$ cat src/rtl/rad_ckpt_pkg.sv
package rad_ckpt_pkg;

    typedef enum logic [2:0] {
        ST_RUN      = 3'd0,
        ST_HALT_REQ = 3'd1,
        ST_SAVE     = 3'd2,
        ST_WAIT_CLR = 3'd3,
        ST_RESTORE  = 3'd4,
        ST_RESUME   = 3'd5
    } ckpt_state_e;

    typedef struct packed {
        logic hazard;    // level at or above trip threshold
        logic clear_ok;  // external all-clear or level under lower threshold
    } lvl_flags_t;

    function automatic int idx_w(input int n);
        return (n < 2) ? 1 : $clog2(n);
    endfunction

endpackage

$ cat src/rtl/rad_lvl_mon.sv
module rad_lvl_mon
    import rad_ckpt_pkg::*;
#(
    parameter int LW = 12
) (
    input  logic [LW-1:0] level_i,
    input  logic [LW-1:0] trip_thr_i,
    input  logic [LW-1:0] clear_thr_i,
    input  logic          all_clear_i,
    output lvl_flags_t    flags_o
);
    always_comb begin
        flags_o.hazard   = (level_i >= trip_thr_i);
        flags_o.clear_ok = all_clear_i || (level_i < clear_thr_i);
    end
endmodule

$ cat src/rtl/rad_idx_cnt.sv
module rad_idx_cnt #(
    parameter int NREG = 8,
    parameter int IW   = 3
) (
    input  logic          clk,
    input  logic          rst,
    input  logic          clr_i,
    input  logic          inc_i,
    output logic [IW-1:0] idx_o,
    output logic          last_o
);
    localparam logic [IW-1:0] LAST_IDX = IW'(NREG - 1);

    always_ff @(posedge clk) begin
        if (rst || clr_i)
            idx_o <= '0;
        else if (inc_i)
            idx_o <= idx_o + 1'b1;
    end

    assign last_o = (idx_o == LAST_IDX);
endmodule

$ cat src/rtl/rad_ckpt_seq.sv
module rad_ckpt_seq
    import rad_ckpt_pkg::*;
(
    input  logic        clk,
    input  logic        rst,
    input  lvl_flags_t  flags_i,
    input  logic        core_halted_i,
    input  logic        nv_err_i,
    input  logic        last_i,
    output ckpt_state_e state_o,
    output logic        cnt_clr_o,
    output logic        cnt_inc_o,
    output logic        valid_o,
    output logic        fault_o
);
    ckpt_state_e state_q, state_d;
    logic        valid_d, fault_d;

    always_comb begin
        state_d   = state_q;
        valid_d   = valid_o;
        fault_d   = fault_o;
        cnt_clr_o = 1'b0;
        cnt_inc_o = 1'b0;
        unique case (state_q)
            ST_RUN: begin
                if (flags_i.hazard) state_d = ST_HALT_REQ;
            end
            ST_HALT_REQ: begin
                if (core_halted_i) begin
                    state_d   = ST_SAVE;
                    cnt_clr_o = 1'b1;
                    valid_d   = 1'b0;
                    fault_d   = 1'b0;
                end
            end
            ST_SAVE: begin
                if (nv_err_i) begin
                    state_d = ST_WAIT_CLR;
                end else if (last_i) begin
                    state_d = ST_WAIT_CLR;
                    valid_d = 1'b1;
                end else begin
                    cnt_inc_o = 1'b1;
                end
            end
            ST_WAIT_CLR: begin
                if (flags_i.clear_ok && !flags_i.hazard) begin
                    if (valid_o) begin
                        state_d   = ST_RESTORE;
                        cnt_clr_o = 1'b1;
                    end else begin
                        state_d = ST_RESUME;
                        fault_d = 1'b1;
                    end
                end
            end
            ST_RESTORE: begin
                if (flags_i.hazard)
                    state_d = ST_WAIT_CLR;
                else if (last_i)
                    state_d = ST_RESUME;
                else
                    cnt_inc_o = 1'b1;
            end
            ST_RESUME: state_d = ST_RUN;
            default:   state_d = ST_RUN;
        endcase
    end

    always_ff @(posedge clk) begin
        if (rst) begin
            state_q <= ST_RUN;
            valid_o <= 1'b0;
            fault_o <= 1'b0;
        end else begin
            state_q <= state_d;
            valid_o <= valid_d;
            fault_o <= fault_d;
        end
    end

    assign state_o = state_q;
endmodule

$ cat src/rtl/rad_ckpt_ctrl.sv
module rad_ckpt_ctrl
    import rad_ckpt_pkg::*;
#(
    parameter int  NREG = 8,
    parameter int  DW   = 32,
    parameter int  LW   = 12,
    localparam int IW   = idx_w(NREG)
) (
    input  logic          clk,
    input  logic          rst,
    input  logic [LW-1:0] level_i,
    input  logic [LW-1:0] trip_thr_i,
    input  logic [LW-1:0] clear_thr_i,
    input  logic          all_clear_i,
    output logic          halt_o,
    input  logic          core_halted_i,
    output logic          resume_o,
    output logic [IW-1:0] reg_idx_o,
    input  logic [DW-1:0] reg_rd_data_i,
    output logic          reg_wr_en_o,
    output logic [DW-1:0] reg_wr_data_o,
    output logic          nv_we_o,
    output logic [IW-1:0] nv_addr_o,
    output logic [DW-1:0] nv_wdata_o,
    input  logic [DW-1:0] nv_rdata_i,
    input  logic          nv_err_i,
    output logic          ckpt_valid_o,
    output logic          fault_o
);
    lvl_flags_t    flags;
    ckpt_state_e   state;
    logic          cnt_clr, cnt_inc, cnt_last;
    logic [IW-1:0] idx;

    rad_lvl_mon #(.LW(LW)) u_lvl (
        .level_i     (level_i),
        .trip_thr_i  (trip_thr_i),
        .clear_thr_i (clear_thr_i),
        .all_clear_i (all_clear_i),
        .flags_o     (flags)
    );

    rad_ckpt_seq u_seq (
        .clk           (clk),
        .rst           (rst),
        .flags_i       (flags),
        .core_halted_i (core_halted_i),
        .nv_err_i      (nv_err_i),
        .last_i        (cnt_last),
        .state_o       (state),
        .cnt_clr_o     (cnt_clr),
        .cnt_inc_o     (cnt_inc),
        .valid_o       (ckpt_valid_o),
        .fault_o       (fault_o)
    );

    rad_idx_cnt #(.NREG(NREG), .IW(IW)) u_cnt (
        .clk    (clk),
        .rst    (rst),
        .clr_i  (cnt_clr),
        .inc_i  (cnt_inc),
        .idx_o  (idx),
        .last_o (cnt_last)
    );

    always_comb begin
        halt_o        = (state == ST_HALT_REQ) || (state == ST_SAVE) ||
                        (state == ST_WAIT_CLR) || (state == ST_RESTORE);
        resume_o      = (state == ST_RESUME);
        nv_we_o       = (state == ST_SAVE);
        reg_wr_en_o   = (state == ST_RESTORE) && !flags.hazard;
        reg_idx_o     = idx;
        nv_addr_o     = idx;
        nv_wdata_o    = reg_rd_data_i;
        reg_wr_data_o = nv_rdata_i;
    end
endmodule

$ cat config.mk
export PLATFORM = sky130hd
export DESIGN_NAME = rad_ckpt_ctrl
export DESIGN_NICKNAME = d
export VERILOG_FILES = /design/src/rtl/rad_ckpt_pkg.sv /design/src/rtl/rad_lvl_mon.sv /design/src/rtl/rad_idx_cnt.sv /design/src/rtl/rad_ckpt_seq.sv /design/src/rtl/rad_ckpt_ctrl.sv
export SDC_FILE = /design/constraint.sdc
export NUM_CORES = 1
export LEC_CHECK = 0
export CAP_MARGIN = 15
export CORE_ASPECT_RATIO = 1.4
export CORE_MARGIN = 2
export CORE_UTILIZATION = 30
export CTS_CLUSTER_DIAMETER = 50
export CTS_CLUSTER_SIZE = 14
export DETAILED_ROUTE_END_ITERATION = 12
export GPL_ROUTABILITY_DRIVEN = 0
export HOLD_SLACK_MARGIN = 0.05
export MAX_ROUTING_LAYER = met4
export PLACE_DENSITY = 0.95
export SETUP_SLACK_MARGIN = 0.1
export SYNTH_ARGS = -nofsm -noshare
export SYNTH_HDL_FRONTEND = slang
export SYNTH_HIERARCHICAL = 1
export SYNTH_SLANG_ARGS = --single-unit
$ cat constraint.sdc
create_clock -name clk -period 4.8 [get_ports clk]
set_input_delay 0.96 -clock clk [delete_from_list [all_inputs] [get_ports clk]]
set_output_delay 0.96 -clock clk [all_outputs]
set_load 0.02 [all_outputs]
==> results of run 1 <==
## through the flow
stage | total power (µW) | utilization | hold slack [ns] | setup slack (ns) | cell area (µm²)
after floorplan | 371 | - | 0.580 | 1.46 | 1570
after global placement | 383 | 0.325 | 0.515 | 0.370 | 1660
after detailed placement | 394 | 0.325 | 0.518 | 0.383 | 1660
after CTS | 479 | 0.333 | 0.533 | 0.381 | 1700
after global routing | 516 | 0.333 | 0.550 | 0.195 | 1700
final | 477 | 0.333 | 0.545 | 0.398 | 1700
## critical path, stage by stage
cell	delay, ns
clkdlybuf4s50_1	0.46
inv_1	0.04
ha_1	0.28
a211oi_1	0.24
a211oi_1	0.13
o31ai_1	0.26
a21oi_1	0.20
nor4b_2	0.23
clkdlybuf4s50_1	0.63
## sequential cells by signal (all words and copies together) (netlist names)
name and count:
u_seq/valid_o 1, u_seq/state_o 3, u_seq/fault_o 1, u_cnt/idx_o 3
## power by group
part           leakage [µW]  switching, µW  internal (µW)
Clock             0.0000216           28.5           54.5
Combinational      0.000694            131            146
Sequential        0.0000651           35.8           81.2
## metal layers
layer | up-vias | part of all wire | global-route usage
met3 | 58 | 0.096 | 0.0213
met4 | 0 | 0.12 | 0.151
met2 | 59 | 0.47 | 0.190
met5 | - | 0 | -
met1 | 535 | 0.32 | 0.116
li1 | 589 | - | -
## synth_stat cells, types with 2 or more instances
| cell type | number | area [µm²] |
|---|---|---|
| buf_4 | 68 | 510 |
| inv_1 | 27 | 101 |
| ha_1 | 25 | 313 |
| nor2_1 | 11 | 41.3 |
| dfxtp_1 | 8 | 160 |
| a21oi_1 | 7 | 35.0 |
| a211oi_1 | 6 | 45.0 |
| o21ai_0 | 4 | 20.0 |
| o31ai_1 | 4 | 30.0 |
| a21o_1 | 3 | 22.5 |
| mux2i_1 | 3 | 30.0 |
| nand4_1 | 3 | 18.8 |
| nor3b_1 | 3 | 22.5 |
| a31oi_1 | 2 | 12.5 |
| and3_1 | 2 | 12.5 |
| nand2_1 | 2 | 7.51 |
| nor3_1 | 2 | 10.0 |
| o21a_1 | 2 | 15.0 |
| o21ai_1 | 2 | 10.0 |
| xnor2_1 | 2 | 17.5 |
## how the worst max path moves through the flow
stage                             start     endpoint  slack [ns]
after floorplan           trip_thr_i[2]  reg_wr_en_o        1.46
after detailed placement  trip_thr_i[2]  reg_wr_en_o        0.38
after global placement    trip_thr_i[2]  reg_wr_en_o        0.37
after global routing      trip_thr_i[2]  reg_wr_en_o        0.20
after CTS                 trip_thr_i[2]  reg_wr_en_o        0.38
final                     trip_thr_i[2]  reg_wr_en_o        0.40
## cells by family after synthesis
family	count (synthesis)	share of synthesized area
xor gates and xnor gates	2	0.0111
adders and majority gates	25	0.199
and+or+nand+nor	30	0.115
AOI/OAI and AO/OA	37	0.162
muxes	3	0.0191
buffers and inverters	96	0.392
DFF	8	0.102
## cell type report
| type | instances | area, µm² |
|---|---|---|
| inverters | 27 | 101 |
| well taps | 66 | 82.6 |
| clock buffers | 3 | 41.3 |
| flip-flops and latches | 8 | 160 |
| multi-input cells | 97 | 797 |
| fillers | 544 | 3420 |
| repair buffers | 52 | 520 |
==> flow_metrics.env, run 1 <==
export IMPL_status="finished clean"
export IMPL_cts_root_buf="clkbuf_8"
export IMPL_reg2reg_slack_ns=3.08
export IMPL_wl_um=3530
export IMPL_hold_depth=2
export IMPL_reg2reg_from="u_seq/state_o[0]"
export IMPL_path_max_fanout=5
export IMPL_grt_pass1_wl_um=5640
export IMPL_dp_hpwl_um=2970
export IMPL_design_die_area_um2=5850
export IMPL_hold_path_class="flip-flop to flip-flop"
export IMPL_cts_tree="yes"
export IMPL_n_antenna_cell=0
export IMPL_clkSlewWorstSetupHoldPaths_ns=0.04
export IMPL_io_buffers=52
export IMPL_area_delta_synth_final_pct=8.19
export IMPL_dp_cells=250
export IMPL_grt_max_degree=15
export IMPL_synthCells=201
export IMPL_maxSlewHeadroom=0.697
export IMPL_synth_area_um2=1570
export IMPL_ctsResizeCount=0
export IMPL_p_leak_uw=0.000781
export IMPL_hp_start="u_seq/fault_o"
export IMPL_grt_pass1_vias=1253
export IMPL_cts_sinks=8
export IMPL_first_iter_violations=108
export IMPL_grt_overflow_total=0
export IMPL_initial_core_util=0.307
export IMPL_drv_slew=0
export IMPL_rows=31
export IMPL_r2r_end="u_seq/state_o[1]"
export IMPL_fin_crit_sh=0.917
export IMPL_end_kind="output pin"
export IMPL_ys_types=35
export IMPL_peakVddDrop_uv=106
export IMPL_clock_skew_ns=0.00354
export IMPL_timing_setup_tns_ns=0
export IMPL_drv_cap=0
export IMPL_drtPass1Iterations=4
export IMPL_vias_per_cell=4.91
export IMPL_final_common_cell="clkdlybuf4s50_1"
export IMPL_vias=1241
export IMPL_ys_seq_area_frac=0.102
export IMPL_syn_avg_cell_area_um2=7.83
export IMPL_synth_edf_count=0
export IMPL_io_pins=181
export IMPL_powerDensity_nw_per_um2=280
export IMPL_hold_violations=0
export IMPL_cts_setup_buffers=0
export IMPL_htree_num_levels=1
export IMPL_max_freq_ghz=0.227
export IMPL_grt_usage=0.124
export IMPL_drive_above_1_share=0.0428
export IMPL_detail_route_antenna_nets=0
export IMPL_worst_setup_path_start_kind="input pin"
export IMPL_numCtsBuffers=3
export IMPL_rsz0062_at_grt="false"
export IMPL_drcViolationCount=0
export IMPL_tightest_slew_ns=0.454
export IMPL_worstSkewPairLatency_ns=0.23
export IMPL_r2r_cells=4
export IMPL_die_w_um=65.2
export IMPL_nNetsFinal=319
export IMPL_ys_ff_latch=8
export IMPL_die_h_um=89.7
export IMPL_wl_per_cell_um=13.9
export IMPL_clockBufferDepth=2
export IMPL_critPathRequiredTime_ns=3.84
export IMPL_final_cell_mix="52 x clkdlybuf4s50_1, 27 x inv_1, 25 x ha_1"
export IMPL_synth_flop_cell="dfxtp_1"
export IMPL_instances_no_fill=253
export IMPL_crit_type="input pin to output pin"
export IMPL_synthArstFlopShare=0
export IMPL_critical_path_arrival_ns=3.44
export IMPL_holdPathEnd="u_seq/fault_o"
export IMPL_setup_violations_final=0
export IMPL_period_minus_slack_ns=4.40
export IMPL_antenna_found_initial=0
export IMPL_synth_nets=331
export IMPL_ctsHoldBuffers=0
export IMPL_yosys_warnings=6
export IMPL_core_area_um2=5120
Power figures use the tool's default switching activity.
==> inputs of run 2 (changes only) <==
Settings changed: CELL_PAD_IN_SITES_DETAIL_PLACEMENT from default to 0, CELL_PAD_IN_SITES_GLOBAL_PLACEMENT from default to 1, CORE_UTILIZATION 30 to 18.
==> flow_metrics.env, run 2 (synthesized netlist as in run 1, its figures left out) <==
export IMPL_area_delta_synth_final_pct=13.4
export IMPL_worst_setup_path_start_kind="input pin"
export IMPL_htree_num_levels=1
export IMPL_crit_buf_inv=3
export IMPL_first_iter_violations=15
export IMPL_grt_pass1_wl_um=5710
export IMPL_nNetsFinal=319
export IMPL_worstSkewPairLatency_ns=0.24
export IMPL_critical_path_arrival_ns=3.48
export IMPL_setup_violations_final=0
export IMPL_cts_setup_buffers=0
export IMPL_slowest_stage="clkdlybuf4s50_1"
export IMPL_power_uw=538
export IMPL_place_ws_ns=0.342
export IMPL_n_fill_cell=939
export IMPL_hold_violations=0
export IMPL_p_seq_frac=0.220
export IMPL_fin_util=0.209
export IMPL_vias=1225
export IMPL_detail_route_antenna_nets=0
export IMPL_ctsHoldBuffers=0
export IMPL_dp_cells=289
export IMPL_dp_hpwl_um=3240
export IMPL_maxSlewHeadroom=0.695
export IMPL_clock_skew_ns=0.00179
export IMPL_cts_sinks=8
export IMPL_io_buffers=52
export IMPL_power_internal_uw=334
export IMPL_rsz0062_at_grt="false"
export IMPL_final_cell_mix="52 x clkdlybuf4s50_1, 27 x inv_1, 25 x ha_1"
export IMPL_cpPeakStageDelay_ns=0.64
export IMPL_n_antenna_cell=0
export IMPL_status="finished clean"
export IMPL_clkSlewWorstSetupHoldPaths_ns=0.04
export IMPL_critPathRequiredTime_ns=3.84
export IMPL_cts_root_buf="clkbuf_16"
export IMPL_timing_setup_tns_ns=0
export IMPL_powerDensity_nw_per_um2=301
export IMPL_power_frac_clock=0.266
export IMPL_multiInputGateArea_um2=797
export IMPL_path_cells="clkdlybuf4s50_1, inv_1, ha_1, a211oi_1, a211oi_1, o31ai_1, a21oi_1, nor4b_2, clkdlybuf4s50_1"
export IMPL_tightest_slew_ns=0.457
export IMPL_drv_cap=0
export IMPL_end_kind="output pin"
export IMPL_hold_path_class="flip-flop to flip-flop"
export IMPL_numCtsBuffers=3
export IMPL_cts_tree="yes"
export IMPL_antenna_found_initial=0
export IMPL_worst_path_stages=9
export IMPL_wl_um=3760
export IMPL_drv_slew=0
export IMPL_io_pins=181
export IMPL_instances_no_fill=292
export IMPL_r2r_cells=5
export IMPL_fin_crit_sh=0.925
export IMPL_wl_per_cell_um=12.9
export IMPL_drtPass1Iterations=5
export IMPL_hold_depth=2
export IMPL_period_minus_slack_ns=4.44
export IMPL_die_w_um=83.0
export IMPL_clockBufferDepth=2
export IMPL_die_h_um=115
export IMPL_grt_overflow_total=0
export IMPL_initial_core_util=0.184
export IMPL_crit_type="input pin to output pin"
export IMPL_path_max_fanout=5
export IMPL_rows=40
export IMPL_peakVddDrop_uv=218
export IMPL_final_common_cell="clkdlybuf4s50_1"
export IMPL_p_sw_frac=0.379
export IMPL_drive_above_1_share=0.0428
export IMPL_p_sw_uw=204
export IMPL_drcViolationCount=0
export IMPL_core_area_um2=8560
export IMPL_grt_pass1_vias=1241
export IMPL_p_leak_uw=0.000796
export IMPL_comb_power_share=0.514
export IMPL_grt_max_degree=15
export IMPL_ctsResizeCount=0
export IMPL_max_freq_ghz=0.225
export IMPL_setup_slack_ns=0.359
export IMPL_seq_area_um2=160
export IMPL_vias_per_cell=4.20
export IMPL_grt_usage=0.0789
export IMPL_design_die_area_um2=9520
export IMPL_crit_family="buffers and inverters"
-- run 2: area by class of cell --
cell class | instances | share of cell area
Clock buffer | 3 | 0.0420
Sequential cell | 8 | 0.0897
Inverter | 27 | 0.0568
Timing Repair Buffer | 52 | 0.292
Multi-Input combinational cell | 97 | 0.446
Tap cell | 105 | 0.0736
-- run 2: worst register-to-register path: cells and delay by family (launching register included) --
kind	cells	cell delay [ns]
buffers and inverters	1	0.19
AOI/OAI and AO/OA	1	0.22
DFF	1	0.58
and+or+nand+nor	2	0.40
muxes	1	0.21
-- run 2: stage by stage --
step	hold WS [ns]	area (µm²)
2_1_floorplan	0.580	1570
3_3_place_gp	0.514	1710
3_5_place_dp	0.516	1710
4_1_cts	0.525	1790
5_1_grt	0.542	1790
6_report	0.522	1790
-- run 2: layer usage --
metal | global-route usage | share of wire | up-vias
li1 | - | - | 586
met1 | 0.0612 | 0.30 | 526
met2 | 0.146 | 0.52 | 64
met3 | 0.0166 | 0.088 | 49
met4 | 0.0809 | 0.096 | 0
met5 | - | 0 | -
-- run 2: power by group through the flow --
stage          Clock [µW]  Sequential [µW]  Combinational [µW]
3_5_place_dp            0              120                 276
5_1_grt               149              123                 302
3_3_place_gp            0              118                 272
4_1_cts               146              118                 277
2_1_floorplan           0              106                 265
6_report              143              118                 276
-- run 2: final timing paths --
path                                        from        endpoint  slack [ns]
worst min-delay path               u_seq/fault_o   u_seq/fault_o        0.52
worst max register to register  u_seq/state_o[2]  u_cnt/idx_o[1]        3.06
worst min register to register     u_seq/fault_o   u_seq/fault_o        0.52
worst max-delay path               trip_thr_i[2]     reg_wr_en_o        0.36
==> inputs of run 3 (changes only) <==
Clock period 4.8 ns to 5.24 ns, I/O delays scaled along.
==> flow_metrics.env, run 3 (synthesized netlist as in run 1, its figures left out) <==
export IMPL_status="finished clean"
export IMPL_p_sw_uw=185
export IMPL_hold_path_class="flip-flop to flip-flop"
export IMPL_instances_no_fill=292
export IMPL_area_delta_synth_final_pct=13.4
export IMPL_cts_root_buf="clkbuf_16"
export IMPL_drtPass1Iterations=4
export IMPL_io_buffers=52
export IMPL_drv_slew=0
export IMPL_fin_crit_sh=0.882
export IMPL_cpPeakStageDelay_ns=0.64
export IMPL_crit_type="input pin to output pin"
export IMPL_place_ws_ns=0.603
export IMPL_drive_above_1_share=0.0428
export IMPL_numCtsBuffers=3
export IMPL_die_h_um=115
export IMPL_path_max_fanout=5
export IMPL_dp_cells=289
export IMPL_grt_pass1_vias=1238
export IMPL_dp_hpwl_um=3230
export IMPL_rsz0062_at_grt="false"
export IMPL_setup_slack_ns=0.618
export IMPL_cts_setup_buffers=0
export IMPL_timing_setup_tns_ns=0
export IMPL_grt_overflow_total=0
export IMPL_grt_usage=0.0784
export IMPL_ctsResizeCount=0
export IMPL_design_die_area_um2=9520
export IMPL_worstSkewPairLatency_ns=0.24
export IMPL_grt_max_degree=15
export IMPL_final_common_cell="clkdlybuf4s50_1"
export IMPL_core_area_um2=8560
export IMPL_power_uw=491
export IMPL_comb_power_share=0.514
export IMPL_hold_violations=0
export IMPL_clock_skew_ns=0.00273
export IMPL_peakVddDrop_uv=196
export IMPL_grt_pass1_wl_um=5620
export IMPL_ctsHoldBuffers=0
export IMPL_n_fill_cell=934
export IMPL_p_sw_frac=0.376
export IMPL_initial_core_util=0.184
export IMPL_die_w_um=83.0
export IMPL_critPathRequiredTime_ns=4.19
export IMPL_p_leak_uw=0.000796
export IMPL_clkSlewWorstSetupHoldPaths_ns=0.04
export IMPL_slowest_stage="clkdlybuf4s50_1"
export IMPL_wl_um=3740
export IMPL_io_pins=181
export IMPL_critical_path_arrival_ns=3.57
export IMPL_cts_sinks=8
export IMPL_clockBufferDepth=2
export IMPL_whs_ns=0.527
export IMPL_cts_tree="yes"
export IMPL_htree_num_levels=1
export IMPL_rows=40
export IMPL_vias=1229
export IMPL_path_cells="clkdlybuf4s50_1, inv_1, ha_1, a211oi_1, a211oi_1, o31ai_1, a21oi_1, nor4b_2, clkdlybuf4s50_1"
export IMPL_period_minus_slack_ns=4.62
export IMPL_p_seq_frac=0.221
export IMPL_power_frac_clock=0.265
export IMPL_power_internal_uw=306
export IMPL_nNetsFinal=319
export IMPL_drcViolationCount=0
export IMPL_vias_per_cell=4.21
export IMPL_wl_per_cell_um=12.8
export IMPL_final_cell_mix="52 x clkdlybuf4s50_1, 27 x inv_1, 25 x ha_1"
export IMPL_powerDensity_nw_per_um2=275
export IMPL_detail_route_antenna_nets=0
export IMPL_maxSlewHeadroom=0.699
export IMPL_end_kind="output pin"
export IMPL_tightest_slew_ns=0.450
export IMPL_max_freq_ghz=0.216
export IMPL_drv_cap=0
export IMPL_setup_violations_final=0
export IMPL_antenna_found_initial=0
export IMPL_worst_setup_path_start_kind="input pin"
export IMPL_n_antenna_cell=0
export IMPL_first_iter_violations=18
==> run 3: cell counts in the layout (fill, tap and decap cells not counted) <==
No cell type changed its count.
==> run 3: power groups by stage <==
stage          clock, µW  sequential, µW  combinational (µW)
3_5_place_dp           0             109                 252
4_1_cts              133             108                 254
5_1_grt              135             113                 275
6_report             130             109                 252
2_1_floorplan          0            97.2                 243
3_3_place_gp           0             108                 249
==> run 3: per-stage QoR <==
step | cell area [µm²] | util
after floorplan | 1570 | -
after detailed placement | 1710 | 0.200
after CTS | 1790 | 0.209
final | 1790 | 0.209
after global placement | 1710 | 0.200
after global routing | 1790 | 0.209
==> run 3: final timing paths <==
kind,start,slack (ns),cells past startpoint,endpoint
max,trip_thr_i[2],0.62,9,reg_wr_en_o
min reg2reg,u_seq/fault_o,0.53,2,u_seq/fault_o
max reg2reg,u_seq/state_o[0],3.51,4,u_seq/state_o[1]
min,u_seq/fault_o,0.53,2,u_seq/fault_o
==> run 3: worst max-delay path: cells and delay by family <==
family | cells | cell delay [ns]
buffers and inverters | 3 | 1.13
AOI/OAI and AO/OA | 4 | 0.84
adders and majority gates | 1 | 0.28
and+or+nand+nor | 1 | 0.27
==> run 3: metal layers <==
| layer | routed length, µm | vias up | track usage |
|---|---|---|---|
| li1 | - | 587 | - |
| met1 | 1080 | 531 | 0.0582 |
| met2 | 1970 | 60 | 0.149 |
| met3 | 323 | 51 | 0.0159 |
| met4 | 359 | 0 | 0.0809 |
| met5 | 0 | - | - |
==> run 3: layout make-up <==
| cell class | instances | area, µm² | share of cell area |
|---|---|---|---|
| clock buffer | 3 | 75.1 | 0.0420 |
| inverter | 27 | 101 | 0.0568 |
| multi-input combinational | 97 | 797 | 0.446 |
| sequential | 8 | 160 | 0.0897 |
| tap | 105 | 131 | 0.0736 |
| timing repair buffer | 52 | 520 | 0.292 |
